==> src/rtl/ir_cap_pkg.sv <==
package ir_cap_pkg;
  localparam int WID_W     = 8;
  localparam int FLD_PER_W = 4;

  localparam int A_CTRL   = 0;
  localparam int A_PERIOD = 1;
  localparam int A_ENDCNT = 2;
  localparam int A_CMD    = 3;
  localparam int A_STATUS = 4;
  localparam int A_CAP    = 16;

  typedef enum logic [2:0] {
    CS_IDLE  = 3'd0,
    CS_MARK  = 3'd1,
    CS_SPACE = 3'd2,
    CS_DONE  = 3'd3,
    CS_FULL  = 3'd4
  } cap_state_t;
endpackage

==> src/rtl/ir_cap_sync.sv <==
module ir_cap_sync #(
  parameter logic RST_VAL = 1'b1
) (
  input  logic clk,
  input  logic rst_n,
  input  logic d_async,
  output logic q_sync
);
  logic meta_q;

  always_ff @(posedge clk or negedge rst_n) begin
    if (!rst_n) begin
      meta_q <= RST_VAL;
      q_sync <= RST_VAL;
    end else begin
      meta_q <= d_async;
      q_sync <= meta_q;
    end
  end
endmodule

==> src/rtl/ir_cap_tick.sv <==
module ir_cap_tick #(
  parameter int PERIOD_W = 16
) (
  input  logic                clk,
  input  logic                rst_n,
  input  logic                en,
  input  logic [PERIOD_W-1:0] period,
  output logic                tick
);
  logic [PERIOD_W-1:0] cnt_q, cnt_d;

  assign tick = en && (cnt_q >= period);

  always_comb begin
    if (!en || tick) cnt_d = '0;
    else             cnt_d = cnt_q + 1'b1;
  end

  always_ff @(posedge clk or negedge rst_n) begin
    if (!rst_n) cnt_q <= '0;
    else        cnt_q <= cnt_d;
  end
endmodule

==> src/rtl/ir_cap_core.sv <==
module ir_cap_core
  import ir_cap_pkg::*;
#(
  parameter int WORDS = 17,
  localparam int SLOTS = WORDS * FLD_PER_W,
  localparam int IDX_W = $clog2(SLOTS + 1)
) (
  input  logic                   clk,
  input  logic                   rst_n,
  input  logic                   tick,
  input  logic                   mark_lvl,
  input  logic                   restart,
  input  logic [WID_W-1:0]       end_cnt,
  output logic [SLOTS*WID_W-1:0] bank_flat,
  output logic                   done_pulse,
  output cap_state_t             state_o,
  output logic [IDX_W-1:0]       idx_o
);
  localparam logic [IDX_W-1:0] LAST_IDX = IDX_W'(SLOTS - 1);
  localparam logic [WID_W-1:0] SAT_V    = '1;
  localparam logic [WID_W-1:0] ONE_V    = WID_W'(1);

  cap_state_t       state_q, state_d;
  logic [IDX_W-1:0] idx_q, idx_d;
  logic [WID_W-1:0] cnt_q, cnt_d, cnt_inc, st_val;
  logic             st_wr;

  assign cnt_inc = (cnt_q == SAT_V) ? SAT_V : cnt_q + 1'b1;

  always_comb begin
    state_d    = state_q;
    idx_d      = idx_q;
    cnt_d      = cnt_q;
    st_wr      = 1'b0;
    st_val     = cnt_q;
    done_pulse = 1'b0;
    if (restart) begin
      state_d = CS_IDLE;
      idx_d   = '0;
      cnt_d   = '0;
    end else if (tick) begin
      unique case (state_q)
        CS_IDLE: begin
          if (mark_lvl) begin
            state_d = CS_MARK;
            cnt_d   = ONE_V;
          end
        end
        CS_MARK: begin
          if (mark_lvl) begin
            cnt_d = cnt_inc;
          end else begin
            st_wr = 1'b1;
            idx_d = idx_q + 1'b1;
            cnt_d = ONE_V;
            if (idx_q == LAST_IDX) begin
              state_d    = CS_FULL;
              done_pulse = 1'b1;
            end else begin
              state_d = CS_SPACE;
            end
          end
        end
        CS_SPACE: begin
          if (mark_lvl) begin
            st_wr = 1'b1;
            idx_d = idx_q + 1'b1;
            cnt_d = ONE_V;
            if (idx_q == LAST_IDX) begin
              state_d    = CS_FULL;
              done_pulse = 1'b1;
            end else begin
              state_d = CS_MARK;
            end
          end else if (cnt_inc >= end_cnt) begin
            st_wr      = 1'b1;
            st_val     = SAT_V;
            idx_d      = idx_q + 1'b1;
            state_d    = CS_DONE;
            done_pulse = 1'b1;
          end else begin
            cnt_d = cnt_inc;
          end
        end
        default: ;
      endcase
    end
  end

  always_ff @(posedge clk or negedge rst_n) begin
    if (!rst_n) begin
      state_q <= CS_IDLE;
      idx_q   <= '0;
      cnt_q   <= '0;
    end else begin
      state_q <= state_d;
      idx_q   <= idx_d;
      cnt_q   <= cnt_d;
    end
  end

  for (genvar gi = 0; gi < SLOTS; gi++) begin : g_slot
    logic [WID_W-1:0] slot_q;
    logic             slot_we;

    assign slot_we = st_wr && (idx_q == IDX_W'(gi));

    always_ff @(posedge clk or negedge rst_n) begin
      if (!rst_n)       slot_q <= '0;
      else if (restart) slot_q <= '0;
      else if (slot_we) slot_q <= st_val;
    end

    assign bank_flat[gi*WID_W +: WID_W] = slot_q;
  end

  assign state_o = state_q;
  assign idx_o   = idx_q;
endmodule

==> src/rtl/ir_width_capture.sv <==
module ir_width_capture
  import ir_cap_pkg::*;
#(
  parameter int         PERIOD_W = 16,
  parameter int         WORDS    = 17,
  parameter int         ADDR_W   = 6,
  parameter logic [7:0] DEF_END  = 8'hFF
) (
  input  logic              clk,
  input  logic              rst_n,
  input  logic              ir_in,
  input  logic              bus_wr,
  input  logic [ADDR_W-1:0] bus_addr,
  input  logic [31:0]       bus_wdata,
  output logic [31:0]       bus_rdata,
  output logic              irq
);
  localparam int SLOTS = WORDS * FLD_PER_W;
  localparam int IDX_W = $clog2(SLOTS + 1);
  localparam int WORD_BITS = WID_W * FLD_PER_W;
  localparam logic [ADDR_W-1:0] AD_CTRL   = ADDR_W'(A_CTRL);
  localparam logic [ADDR_W-1:0] AD_PERIOD = ADDR_W'(A_PERIOD);
  localparam logic [ADDR_W-1:0] AD_ENDCNT = ADDR_W'(A_ENDCNT);
  localparam logic [ADDR_W-1:0] AD_CMD    = ADDR_W'(A_CMD);
  localparam logic [ADDR_W-1:0] AD_STATUS = ADDR_W'(A_STATUS);

  logic [2:0]             ctrl_q, ctrl_d;
  logic [PERIOD_W-1:0]    period_q, period_d;
  logic [WID_W-1:0]       endcnt_q, endcnt_d;
  logic                   pend_q, pend_d;
  logic                   restart_cmd, clr_cmd, cap_en, tick;
  logic                   ir_s, done_pulse;
  logic [SLOTS*WID_W-1:0] bank_flat;
  cap_state_t             cap_state;
  logic [IDX_W-1:0]       cap_idx;
  logic                   unused_wdata;

  assign unused_wdata = ^bus_wdata[31:PERIOD_W];

  ir_cap_sync #(.RST_VAL(1'b1)) u_sync (
    .clk    (clk),
    .rst_n  (rst_n),
    .d_async(ir_in),
    .q_sync (ir_s)
  );

  assign cap_en = ctrl_q[0] & ctrl_q[1];

  ir_cap_tick #(.PERIOD_W(PERIOD_W)) u_tick (
    .clk   (clk),
    .rst_n (rst_n),
    .en    (cap_en),
    .period(period_q),
    .tick  (tick)
  );

  ir_cap_core #(.WORDS(WORDS)) u_core (
    .clk       (clk),
    .rst_n     (rst_n),
    .tick      (tick),
    .mark_lvl  (~ir_s),
    .restart   (restart_cmd),
    .end_cnt   (endcnt_q),
    .bank_flat (bank_flat),
    .done_pulse(done_pulse),
    .state_o   (cap_state),
    .idx_o     (cap_idx)
  );

  assign restart_cmd = bus_wr && (bus_addr == AD_CMD) && bus_wdata[0];
  assign clr_cmd     = bus_wr && (bus_addr == AD_CMD) && bus_wdata[1];

  always_comb begin
    ctrl_d   = ctrl_q;
    period_d = period_q;
    endcnt_d = endcnt_q;
    if (bus_wr && bus_addr == AD_CTRL)   ctrl_d   = bus_wdata[2:0];
    if (bus_wr && bus_addr == AD_PERIOD) period_d = bus_wdata[PERIOD_W-1:0];
    if (bus_wr && bus_addr == AD_ENDCNT) endcnt_d = bus_wdata[WID_W-1:0];
    if (done_pulse)   pend_d = 1'b1;
    else if (clr_cmd) pend_d = 1'b0;
    else              pend_d = pend_q;
  end

  always_ff @(posedge clk or negedge rst_n) begin
    if (!rst_n) begin
      ctrl_q   <= '0;
      period_q <= '0;
      endcnt_q <= DEF_END;
      pend_q   <= 1'b0;
    end else begin
      ctrl_q   <= ctrl_d;
      period_q <= period_d;
      endcnt_q <= endcnt_d;
      pend_q   <= pend_d;
    end
  end

  assign irq = pend_q & ctrl_q[2];

  always_comb begin
    bus_rdata = '0;
    if (bus_addr == AD_CTRL) begin
      bus_rdata[2:0] = ctrl_q;
    end else if (bus_addr == AD_PERIOD) begin
      bus_rdata[PERIOD_W-1:0] = period_q;
    end else if (bus_addr == AD_ENDCNT) begin
      bus_rdata[WID_W-1:0] = endcnt_q;
    end else if (bus_addr == AD_STATUS) begin
      bus_rdata[0] = pend_q;
    end else begin
      for (int w = 0; w < WORDS; w++) begin
        if (bus_addr == ADDR_W'(A_CAP + w))
          bus_rdata = bank_flat[w*WORD_BITS +: WORD_BITS];
      end
    end
  end
endmodule

==> config.mk <==
export PLATFORM = sky130hd
export DESIGN_NAME = ir_width_capture
export DESIGN_NICKNAME = d
export VERILOG_FILES = /design/src/rtl/ir_cap_pkg.sv /design/src/rtl/ir_cap_sync.sv /design/src/rtl/ir_cap_tick.sv /design/src/rtl/ir_cap_core.sv /design/src/rtl/ir_width_capture.sv
export SDC_FILE = /design/constraint.sdc
export NUM_CORES = 1
export LEC_CHECK = 0
export ABC_AREA = 1
export BUFFER_PORTS_ARGS = -buffer_cell sky130_fd_sc_hd__buf_2
export CAP_MARGIN = 20
export CORE_MARGIN = 2
export CORE_UTILIZATION = 42
export DETAILED_ROUTE_END_ITERATION = 8
export GPL_TIMING_DRIVEN = 0
export PLACE_DENSITY = 0.6
export REMOVE_ABC_BUFFERS = 1
export SLEW_MARGIN = 20
export SYNTH_ARGS = -nofsm -noshare
export SYNTH_HDL_FRONTEND = slang
export SYNTH_SLANG_ARGS = --single-unit
==> constraint.sdc <==
create_clock -name clk -period 5.7 [get_ports clk]
set_input_delay 0.285 -clock clk [delete_from_list [all_inputs] [get_ports clk]]
set_output_delay 0.285 -clock clk [all_outputs]
set_load 0.1 [all_outputs]
==> run summary, run 1 <==
Remaining Overflow, GRT -> 0
Die W -> 268.5 um
Max Slew Vio Count -> 0
Post-route cell area -> 33060 um^2
Placement Cell Area -> 30720 um^2
Final Util -> 0.4795
Power Total -> 0.009095 W
First-pass GRT wire length -> 131300 um
Iteration-0 DRC count of the detailed router -> 2156
Hold WC Path Type -> input port to register
WP data arrival -> 5.16 ns
Share of cells above drive strength 1 -> 0.09742
Pin count of the biggest net entering global routing -> 99
CTS Sinks -> 608
Cells after Synth -> 3595
Post-synth EDFFs -> 0
Via count -> 24395
Worst Hold Path Cells -> 3
Pwr Density -> 275.1 nW/um^2
Worst setup margin -> 1.026 ns
Avg Cell Area, Syn -> 8.174 um^2
Wire per inst -> 18.10 um
Skew final -> 0.03360 ns
GRT Overall Usage -> 0.2296
Starting Density -> 0.4262
Syn Std Cell Area -> 29390 um^2
Clk buf depth -> 3
Leading area contributor after synthesis -> dfrtp_1
Worst Setup Start Kind -> register
Reg2Reg Depth -> 19
Crit path time final -> 4.674 ns
Post-synth top area share -> 0.5092
TritonRoute pass-1 iters -> 5
Sequential Area -> 15230 um^2
Maxcap violations -> 0
Placed cells -> 4366
WS Path Type -> register to register
H-tree levels -> 3
Synth area leaders -> dfrtp_1 51%, nand3_1 11%, o21ai_0 11%, nand2_1 8.2%, inv_1 3.5%
Vias in the first global route -> 22807
Post-synth cell types -> 42
Multi-input logic area -> 12110 um^2
Synth top cells by count -> 641 x nand2_1, 629 x nand3_1, 625 x o21ai_0, 598 x dfrtp_1, 277 x inv_1
VDD IR max -> 200.1 uV
Layout fillers -> 6760
# rows -> 96
Non-filler cells, final -> 4503
#FFs+latches synth -> 608
Final WL -> 81520 um
Die Ht -> 268.5 um
CP endpoint kind -> register
Clock slew at reported path FFs -> 0.06 ns
Synth Flop Type -> dfrtp_1
DP HPWL -> 51080 um
Max Freq -> 214.0 MHz
CP Launch Point -> u_core.cnt_q[0]$_DFFE_PN0P_
N_diodes -> 0
Via density -> 5.417
Period utilization -> 0.8200
Post-synthesis sequential area ratio -> 0.5182
Initial antenna violation count -> 0
Port-buffer cells -> 58
P&R area growth vs syn -> 12.50%
Clock latency on the worst-skew pair -> 0.62 ns
R2r endpoint -> u_core.g_slot[0].slot_q[0]$_DFFE_PN0P_
Final setup violation count -> 0
Reg2reg setup slack -> 1.03 ns
Outcome -> completed
Hold Buf Count CTS -> 17
Pin slew with the least headroom to its limit -> 1.002 ns
CTS root buf -> clkbuf_16
Slew margin rel. -> 0.3271
Nets -> 3594
Count leader, synth -> nand2_1
Core area -> 68950 um^2
Min-delay src -> bus_wdata[0]
Leakage -> 14.68 nW
Post-synth ARST share -> 1.000
Num CTS Buffers -> 68
GPL Wtd Cong -> 0.7873
Yosys warning total -> 0
CP required -> 6.19 ns
Post-CTS setup buffers -> 0
DRC -> 0
Die Area -> 72100 um^2
RR Startpoint -> u_core.cnt_q[0]$_DFFE_PN0P_
Post-CTS sizing -> 0
Crit path max fanout -> 66
Hold endpoint -> period_q[0]$_DFFE_PN0P_
I/O pin count -> 75
CTS tree -> yes
Final hold vios -> 0
RSZ-0062 raised after global routing -> false
ANT nets after route -> 0
Place WS -> 0.9963 ns
[cells in the final DEF (no fill, tap or decap), types with 10 or more instances in the layout]
cell type	instances
clkbuf_16	69
o21ai_1	16
nand3_1	629
nor2_4	12
nor3b_1	10
nand2_1	632
nor3_1	21
o21ai_0	625
or2_2	69
dlygate4sd3_1	17
nand3_2	31
nand4_1	92
buf_2	58
clkbuf_1	21
inv_1	276
ha_1	30
nor2_1	160
dfstp_2	10
clkbuf_8	12
clkinv_2	10
dfrtp_1	598
a21oi_1	63
buf_16	21
[worst max-delay path, cell delays in order, from the launching register on]
cell and delay, ns:
dfrtp_1 0.38, ha_1 0.21, nand2_1 0.08, nor2_1 0.04
inv_1 0.12, nor2_1 0.05, nand2_1 0.13, inv_1 0.07
or2_2 0.29, ha_1 0.30, a21oi_1 0.06, o21ai_0 0.14
nand2_1 0.06, o2111ai_1 0.14, nand2_1 0.12, a21oi_1 0.14
nand2_1 0.26, inv_4 0.71, nand3_1 0.79, o21ai_0 0.42
[how the worst max path moves through the flow]
| stage | to | depth (start not counted) | slack (ns) |
|---|---|---|---|
| 2_1_floorplan | u_core.g_slot[9].slot_q[0]$_DFFE_PN0P_ | 6 | -1.94 |
| 3_5_place_dp | u_core.g_slot[0].slot_q[0]$_DFFE_PN0P_ | 19 | 1.0 |
| 4_1_cts | u_core.g_slot[0].slot_q[0]$_DFFE_PN0P_ | 19 | 0.95 |
| 3_3_place_gp | u_core.g_slot[4].slot_q[4]$_DFFE_PN0P_ | 1 | -9.03 |
| 5_1_grt | u_core.g_slot[0].slot_q[0]$_DFFE_PN0P_ | 19 | 0.59 |
| 6_report | u_core.g_slot[0].slot_q[0]$_DFFE_PN0P_ | 19 | 1.03 |
[metrics by stage]
step                      TNS [ns]  hold WS (ns)
after floorplan           -1030.00      -0.01059
after global placement           -        0.3453
after detailed placement         0        0.2329
after CTS                        0       0.03182
after global routing             0       0.06671
final                            0       0.05265
[area by class of cell]
cell class                      instances  area share
Timing Repair Buffer                  115     0.03989
Clock inverter                         18    0.006018
Multi-Input combinational cell       2446      0.3662
Sequential cell                       608      0.4606
Inverter                              283     0.03244
Clock buffer                          102     0.05961
Tap cell                              931     0.03524
[sequential cells by signal (all words and copies together), names as in the netlist]
| name | flops |
|---|---|
| u_sync.meta_q | 1 |
| pend_q | 1 |
| period_q | 16 |
| endcnt_q | 8 |
| u_core.cnt_q | 8 |
| u_core.state_o | 3 |
| u_core.g_slot.slot_q | 544 |
| ctrl_q | 3 |
| u_sync.q_sync | 1 |
| u_tick.cnt_q | 16 |
| u_core.idx_o | 7 |
[power by group]
part           total, W  internal (W)  switching, W
registers       0.00438       0.00436     0.0000261
clock network   0.00433       0.00253       0.00180
logic          0.000376     0.0000928      0.000283
[per-layer routing]
metal / part of all wire / global-route usage / wire length (um)
met5: 0 / 0 / 0
met4: 0.023 / 0.06547 / 1839
met3: 0.053 / 0.03050 / 4344
met2: 0.44 / 0.3472 / 35810
met1: 0.48 / 0.3444 / 39520
[kinds of logic (layout without fill, tap and decap cells)]
kind of cell | Yosys count | in the layout | share of synthesized area
and+or+nand+nor | 1694 | 1694 | 0.2686
DFF | 608 | 608 | 0.5182
xor gates and xnor gates | 6 | 6 | 0.001788
adders and majority gates | 30 | 30 | 0.01277
AOI/OAI and AO/OA | 716 | 716 | 0.1228
buffers and inverters | 541 | 518 | 0.07588
(Power assumes the default switching activity.)
==> inputs of run 2 (changes only) <==
- clock period: 5.7 -> 4.6 ns (I/O delays scaled with it)
==> run 2 against run 1 <==
  * Power up 24%
  * Combinational power rose by 24%
  * Die area unchanged
  * Clock skew increased by 0.0016 ns
  * Non-clock buffer count grew 1
  * Critical endpoint is now u_core.g_slot[12].slot_q[3]$_DFFE_PN0P_
==> run summary, run 2 (synthesis results as in run 1) <==
Outcome -> completed
Placed cells -> 4366 (unchanged)
CTS tree -> yes
Clock latency on the worst-skew pair -> 0.62 ns (about the same)
Leakage -> 14.69 nW (about the same)
DRC -> 0 (unchanged)
Final setup violation count -> 0 (unchanged)
Via density -> 5.419 (about the same)
Most frequent cells in the layout -> 632 x nand2_1, 625 x o21ai_0, 625 x nand3_1
Pwr Density -> 340.5 nW/um^2 (+24%)
Max Slew Vio Count -> 0 (unchanged)
Clock slew at reported path FFs -> 0.06 ns (about the same)
Share of cells above drive strength 1 -> 0.09852 (+0.001092)
Reg2reg setup slack -> 0.23 ns (-0.79 ns)
Via count -> 24407 (+0.049%)
Worst Setup Start Kind -> register
ANT nets after route -> 0 (unchanged)
CP required -> 5.05 ns (-1.14 ns)
Slew margin rel. -> 0.3363 (+0.009181)
Crit path time final -> 4.365 ns (-0.3088 ns)
Post-route cell area -> 33100 um^2 (+0.12%)
WS Path Type -> register to register
I/O pin count -> 75 (unchanged)
Pin slew with the least headroom to its limit -> 0.9881 ns (-0.01367 ns)
Non-filler cells, final -> 4504 (+0.022%)
Maxcap violations -> 0 (unchanged)
Clk buf depth -> 3 (unchanged)
CTS Sinks -> 608 (unchanged)
Remaining Overflow, GRT -> 0 (unchanged)
Pin count of the biggest net entering global routing -> 99 (unchanged)
Slowest stage cell, crit path -> nand3_1
Num CTS Buffers -> 68 (unchanged)
Wire per inst -> 18.09 um (about the same)
RSZ-0062 raised after global routing -> true
Die Ht -> 268.5 um (unchanged)
Initial antenna violation count -> 0 (unchanged)
Final WL -> 81460 um (about the same)
Commonest non-fill, non-tap cell in the layout -> nand2_1
Skew final -> 0.03521 ns (+0.001608 ns)
Hold WC Path Type -> input port to register
Die W -> 268.5 um (unchanged)
Max Freq -> 229.1 MHz (+7.1%)
Sequential Area -> 15230 um^2 (unchanged)
H-tree levels -> 3 (unchanged)
Placement Cell Area -> 30720 um^2 (unchanged)
Starting Density -> 0.4262 (unchanged)
GRT Overall Usage -> 0.2298 (about the same)
CTS root buf -> clkbuf_16
# rows -> 96 (unchanged)
Final Util -> 0.4801 (+0.0005990)
GPL Wtd Cong -> 0.7873 (unchanged)
Nets -> 3595 (+0.028%)
TritonRoute pass-1 iters -> 5 (unchanged)
Max FFs per register -> 544 (unchanged)
Iteration-0 DRC count of the detailed router -> 2102 (-2.5%)
Final hold vios -> 0 (unchanged)
DP HPWL -> 51080 um (unchanged)
Largest Register -> u_core.g_slot.slot_q
Period utilization -> 0.9489 (+0.1289)
CP endpoint kind -> register
First-pass GRT wire length -> 131400 um (about the same)
Die Area -> 72100 um^2 (unchanged)
Vias in the first global route -> 22818 (+0.048%)
VDD IR max -> 249.1 uV (+24%)
Crit path max fanout -> 66 (unchanged)
Layout fillers -> 6752 (-0.12%)
Port-buffer cells -> 58 (unchanged)
Crit-path cells -> ha_1 -> nand2_1 -> nor2_1 -> inv_1 -> nor2_1 -> nand2_1 -> inv_1 -> or2_2 -> ha_1 -> a21oi_1 -> o21ai_0 -> nand2_1 -> o2111ai_1 -> nand2_1 -> a21oi_1 -> nand2_1 -> bufinv_8 -> nand3_1 -> nand3_1 -> o21ai_0
CP peak stage delay -> 0.65 ns (-0.14 ns)
WP data arrival -> 4.81 ns (-0.35 ns)
Regs by FF count -> u_core.g_slot.slot_q: 544 flops, period_q: 16 flops, u_tick.cnt_q: 16 flops
Core area -> 68950 um^2 (unchanged)
Post-CTS setup buffers -> 0 (unchanged)
N_diodes -> 0 (unchanged)
Setup TNS -> 0 ns (unchanged)
P&R area growth vs syn -> 12.64%
Critical Path Most Common Cell -> nand2_1
Multi-input logic area -> 12130 um^2 (+0.17%)
Hold slack final -> 0.04477 ns (-0.007880 ns)
-- run 2: cell count changes in the layout (fill, tap and decap cells not counted), sizes merged --
cell	before	now
dlygate4sd3	17	18
bufinv	3	4
inv	285	284
-- run 2: metal layers --
metal,global-route usage,up-vias,part of all wire
met5,0,-,0
met4,0.06456,0,0.022
met3,0.03078,105,0.051
met2,0.3473,534,0.44
met1,0.3448,11888,0.48
li1,-,11880,-
-- run 2: critical path, delay by kind of cell (launching register included) --
family	cells	cell delay (ns)
DFF	1	0.38
and+or+nand+nor	10	1.89
AOI/OAI and AO/OA	5	0.58
adders and majority gates	2	0.51
buffers and inverters	3	0.81
-- run 2: final timing paths --
check / endpoint / startpoint / depth (start not counted)
setup reg to reg: u_core.g_slot[12].slot_q[3]$_DFFE_PN0P_ / u_core.cnt_q[0]$_DFFE_PN0P_ / 20
min in group asynchronous: u_core.g_slot[63].slot_q[1]$_DFFE_PN0P_ / rst_n / 2
hold reg to reg: u_sync.q_sync$_DFF_PN1_ / u_sync.meta_q$_DFF_PN1_ / 0
hold / removal: ctrl_q[2]$_DFFE_PN0P_ / bus_wr / 3
max in group asynchronous: u_core.g_slot[12].slot_q[4]$_DFFE_PN0P_ / rst_n / 4
setup / recovery: u_core.g_slot[12].slot_q[3]$_DFFE_PN0P_ / u_core.cnt_q[0]$_DFFE_PN0P_ / 20
-- run 2: final cells by class --
class / count / share of cell area
multi-input combinational: 2446 / 0.3663
clock inverter: 18 / 0.006010
clock buffer: 102 / 0.05954
tap: 931 / 0.03519
timing repair buffer: 116 / 0.04015
sequential: 608 / 0.4600
inverter: 283 / 0.03274
-- run 2: timing repair --
| item | 4_1_cts | 5_1_grt |
|---|---|---|
| setup endpoints to repair | 22 | 178 |
| endpoints found under the hold margin | 141 | 0 |
| gates resized for setup | 4 | 2 |
| hold buffers | 18 | 0 |
-- run 2: stage by stage --
step / power [W] / worst slack [ns]
2_1_floorplan: 0.005756 / -2.981
4_1_cts: 0.01138 / 0.2033
3_3_place_gp: 0.005959 / -10.07
3_5_place_dp: 0.005991 / -0.1037
6_report: 0.01127 / 0.2350
5_1_grt: 0.01166 / -0.1224
-- run 2: report_power, final --
group	switching, W	internal (W)	total [W]
sequential	0.0000323	0.00540	0.00543
clock	0.00224	0.00314	0.00537
combinational	0.000351	0.000115	0.000466
==> inputs of run 3 (changes only) <==
- ABC_AREA: 1 -> 0
==> run 3 against run 2 <==
  * Flip-flop and latch count did not move
  * Register-to-register slack got worse by 0.03 ns
  * First-iteration DRC count up 67%
  * Count of clock-buffer cells in the layout rose by 4
  * Area after synthesis rose by 4.8%
  * Final area grew 7.8%
  * Routed wire length is 31% higher
  * Clock power down 0.7%
  * Worst setup slack worse by 0.089 ns
  * Die area is 4.7% higher
  * Critical path depth is 12 lower
  * Global-route usage grew 5.1 points
==> run summary, run 3 <==
DP HPWL -> 70580 um (+38%)
Adder-cell share of the synthesized area -> 0.01219 (-0.0005794)
DRC -> 0 (unchanged)
CP endpoint kind -> primary output
Remaining Overflow, GRT -> 0 (unchanged)
Regs by FF count -> u_core.g_slot.slot_q: 544 flops, period_q: 16 flops, u_tick.cnt_q: 16 flops
Reg2Reg Depth -> 18 (-10%)
CP required -> 4.37 ns (-0.68 ns)
RSZ-0062 raised after global routing -> false
GRT Overall Usage -> 0.2810 (+0.05125)
Placed cells -> 3829 (-12%)
Commonest non-fill, non-tap cell in the layout -> dfrtp_1
Max FFs per register -> 544 (unchanged)
Reg2reg setup slack -> 0.20 ns (-0.03 ns)
Via count -> 26527 (+8.7%)
Layout fillers -> 6362 (-5.8%)
Skew final -> 0.01733 ns (-0.01788 ns)
Leading area contributor after synthesis -> dfrtp_1
Post-synth EDFFs -> 0 (unchanged)
Post-synth cell types -> 82 (+95%)
Crit path max fanout -> 74 (+12%)
# rows -> 99 (+3.1%)
Core area -> 72710 um^2 (+5.5%)
Final setup violation count -> 0 (unchanged)
Maxcap violations -> 0 (unchanged)
P&R area growth vs syn -> 15.96%
Placement Cell Area -> 33300 um^2 (+8.4%)
Synth Area in Compound Gates -> 0.2445 (+0.1217)
Share of cells above drive strength 1 -> 0.1316 (+0.03309)
Die W -> 274.7 um (+2.3%)
Most frequent cells in the layout -> 598 x dfrtp_1, 441 x o21ai_0, 390 x o211ai_1
CTS root buf -> clkbuf_16
CP Launch Point -> bus_addr[1]
RR Startpoint -> u_core.cnt_q[0]$_DFFE_PN0P_
Post-synth ARST share -> 1.000 (unchanged)
Starting Density -> 0.4233 (-0.002865)
Post-Synth Simple-Gate Area -> 0.1034 (-0.1652)
Multiplexer share of the synthesized area -> 0.09499 (+0.09499)
Largest family of logic cells by synthesized area -> compound AO/OA/AOI/OAI gates
Outcome -> completed
Pin count of the biggest net entering global routing -> 98 (-1.0%)
Cells after Synth -> 3015 (-16%)
Post-route cell area -> 35700 um^2 (+7.8%)
Leakage -> 15.68 nW (+6.8%)
Max Freq -> 224.5 MHz (-2.0%)
Initial antenna violation count -> 2 (+2)
Non-filler cells, final -> 3970 (-12%)
GPL Wtd Cong -> 0.8542 (+8.5%)
Vias in the first global route -> 25842 (+13%)
TritonRoute pass-1 iters -> 8 (+3)
Hold WC Path Type -> input port to async pin
H-tree levels -> 3 (unchanged)
CTS tree -> yes
Syn Std Cell Area -> 30780 um^2 (+4.8%)
Crit path time final -> 4.454 ns (+0.08874 ns)
Clk buf depth -> 3 (unchanged)
Synth area leaders -> dfrtp_1 49%, o211ai_1 9.5%, o21ai_0 7.2%, mux2i_1 6.0%, nand2_1 3.7%
Pwr Density -> 334.7 nW/um^2 (-1.7%)
Count leader, synth -> dfrtp_1
Yosys warning total -> 0 (unchanged)
#FFs+latches synth -> 608 (unchanged)
Synth Flop Type -> dfrtp_1
Max Slew Vio Count -> 0 (unchanged)
Post-synth top area share -> 0.4861 (-0.02310)
WP data arrival -> 4.22 ns (-0.59 ns)
WS Path Type -> input port to primary output
Avg Cell Area, Syn -> 10.21 um^2 (+25%)
VDD IR max -> 310.2 uV (+25%)
Pin slew with the least headroom to its limit -> 1.180 ns (+0.1920 ns)
CTS Sinks -> 608 (unchanged)
Power Total -> 0.01195 W (+6.0%)
Final Util -> 0.4909 (+0.01085)
I/O pin count -> 75 (unchanged)
Via density -> 6.682 (+23%)
Period utilization -> 0.9682 (+0.01929)
Num CTS Buffers -> 67 (-1.5%)
Final WL -> 106400 um (+31%)
Largest Register -> u_core.g_slot.slot_q
ANT nets after route -> 0 (unchanged)
Port-buffer cells -> 58 (unchanged)
Wire per inst -> 26.81 um (+48%)
Clock latency on the worst-skew pair -> 0.62 ns (about the same)
Hold slack final -> 0.1969 ns (+0.1521 ns)
Iteration-0 DRC count of the detailed router -> 3508 (+67%)
Clock slew at reported path FFs -> 0.06 ns (about the same)
Worst Setup Start Kind -> input port
Die Area -> 75470 um^2 (+4.7%)
Die Ht -> 274.7 um (+2.3%)
Synth top cells by count -> 598 x dfrtp_1, 442 x o21ai_0, 390 x o211ai_1, 302 x nand2_1, 192 x clkbuf_1
Slew margin rel. -> 0.2124 (-0.1239)
First-pass GRT wire length -> 163500 um (+24%)
Post-synthesis sequential area ratio -> 0.4947 (-0.02351)
Final hold vios -> 0 (unchanged)
Nets -> 3032 (-16%)
Synth Area in XOR/XNOR -> 0.005122 (+0.003333)
==> run 3: changes by cell type in the layout (fill, tap and decap cells not counted), moves of 183 or more <==
cell	delta
nand2_1	-330
inv_1	-241
o211ai_1	+388
o21ai_0	-184
nand3_1	-591
mux2i_1	+183
==> run 3: where the power goes <==
part | internal, W | switching [W]
sequential | 0.00540 | 0.0000642
combinational | 0.000299 | 0.000846
clock | 0.00309 | 0.00225
total | 0.00879 | 0.00316
==> run 3: kinds of logic after synthesis <==
family / Yosys count
flops: 608
xor+xnor: 18
mux: 248
buf+inv: 327
simple gates: 631
fa+ha+maj: 30
compound gates: 1153
==> run 3: cell type report <==
class,instances,area (um^2),area share
timing repair buffer,166,2525,0.07073
multi-input combinational,2081,14450,0.4049
sequential,608,15230,0.4266
antenna,2,5.005,0.0001402
clock inverter,12,123.9,0.003470
clock buffer,106,2026,0.05675
inverter,36,136.4,0.003821
tap,959,1200,0.03361
==> run 3: repair_timing <==
item / in CTS / in global routing
gates cloned: 1 / 0
resized for setup: 3 / 6
setup endpoints to repair: 83 / 244
endpoints found under the hold margin: 105 / 0
buffers inserted: 1 / 0
hold buffers: 19 / 0
pin swaps: 1 / 0
==> run 3: path summary, 6_finish.rpt <==
| check | endpoint |
|---|---|
| setup / recovery | bus_rdata[16] |
| hold / removal | u_core.g_slot[66].slot_q[1]$_DFFE_PN0P_ |
| setup reg to reg | u_core.g_slot[22].slot_q[7]$_DFFE_PN0P_ |
| hold reg to reg | u_sync.q_sync$_DFF_PN1_ |
| max in group asynchronous | u_core.g_slot[40].slot_q[4]$_DFFE_PN0P_ |
| min in group clk | u_sync.meta_q$_DFF_PN1_ |
==> run 3: per-layer routing <==
| metal | GRT usage | vias to the layer above | share of wire |
|---|---|---|---|
| met3 | 0.05769 | 233 | 0.098 |
| met4 | 0.1173 | 0 | 0.038 |
| met2 | 0.4254 | 1511 | 0.45 |
| li1 | - | 11305 | - |
| met5 | 0 | - | 0 |
| met1 | 0.3928 | 13478 | 0.41 |
==> run 3: through the flow <==
step | setup TNS (ns) | setup WS, ns
2_1_floorplan | -2937.05 | -6.039
3_3_place_gp | - | -14.17
3_5_place_dp | -12.61 | -0.2886
4_1_cts | 0 | 0.06016
5_1_grt | 0 | 0.005493
6_report | 0 | 0.1462
==> run 3: critical path, stage by stage <==
cell,delay [ns]
buf_6,0.21
buf_16,0.35
nor2b_2,0.87
nand2_1,0.92
nand2_1,0.59
a221oi_1,0.12
a31oi_1,0.30
buf_2,0.48
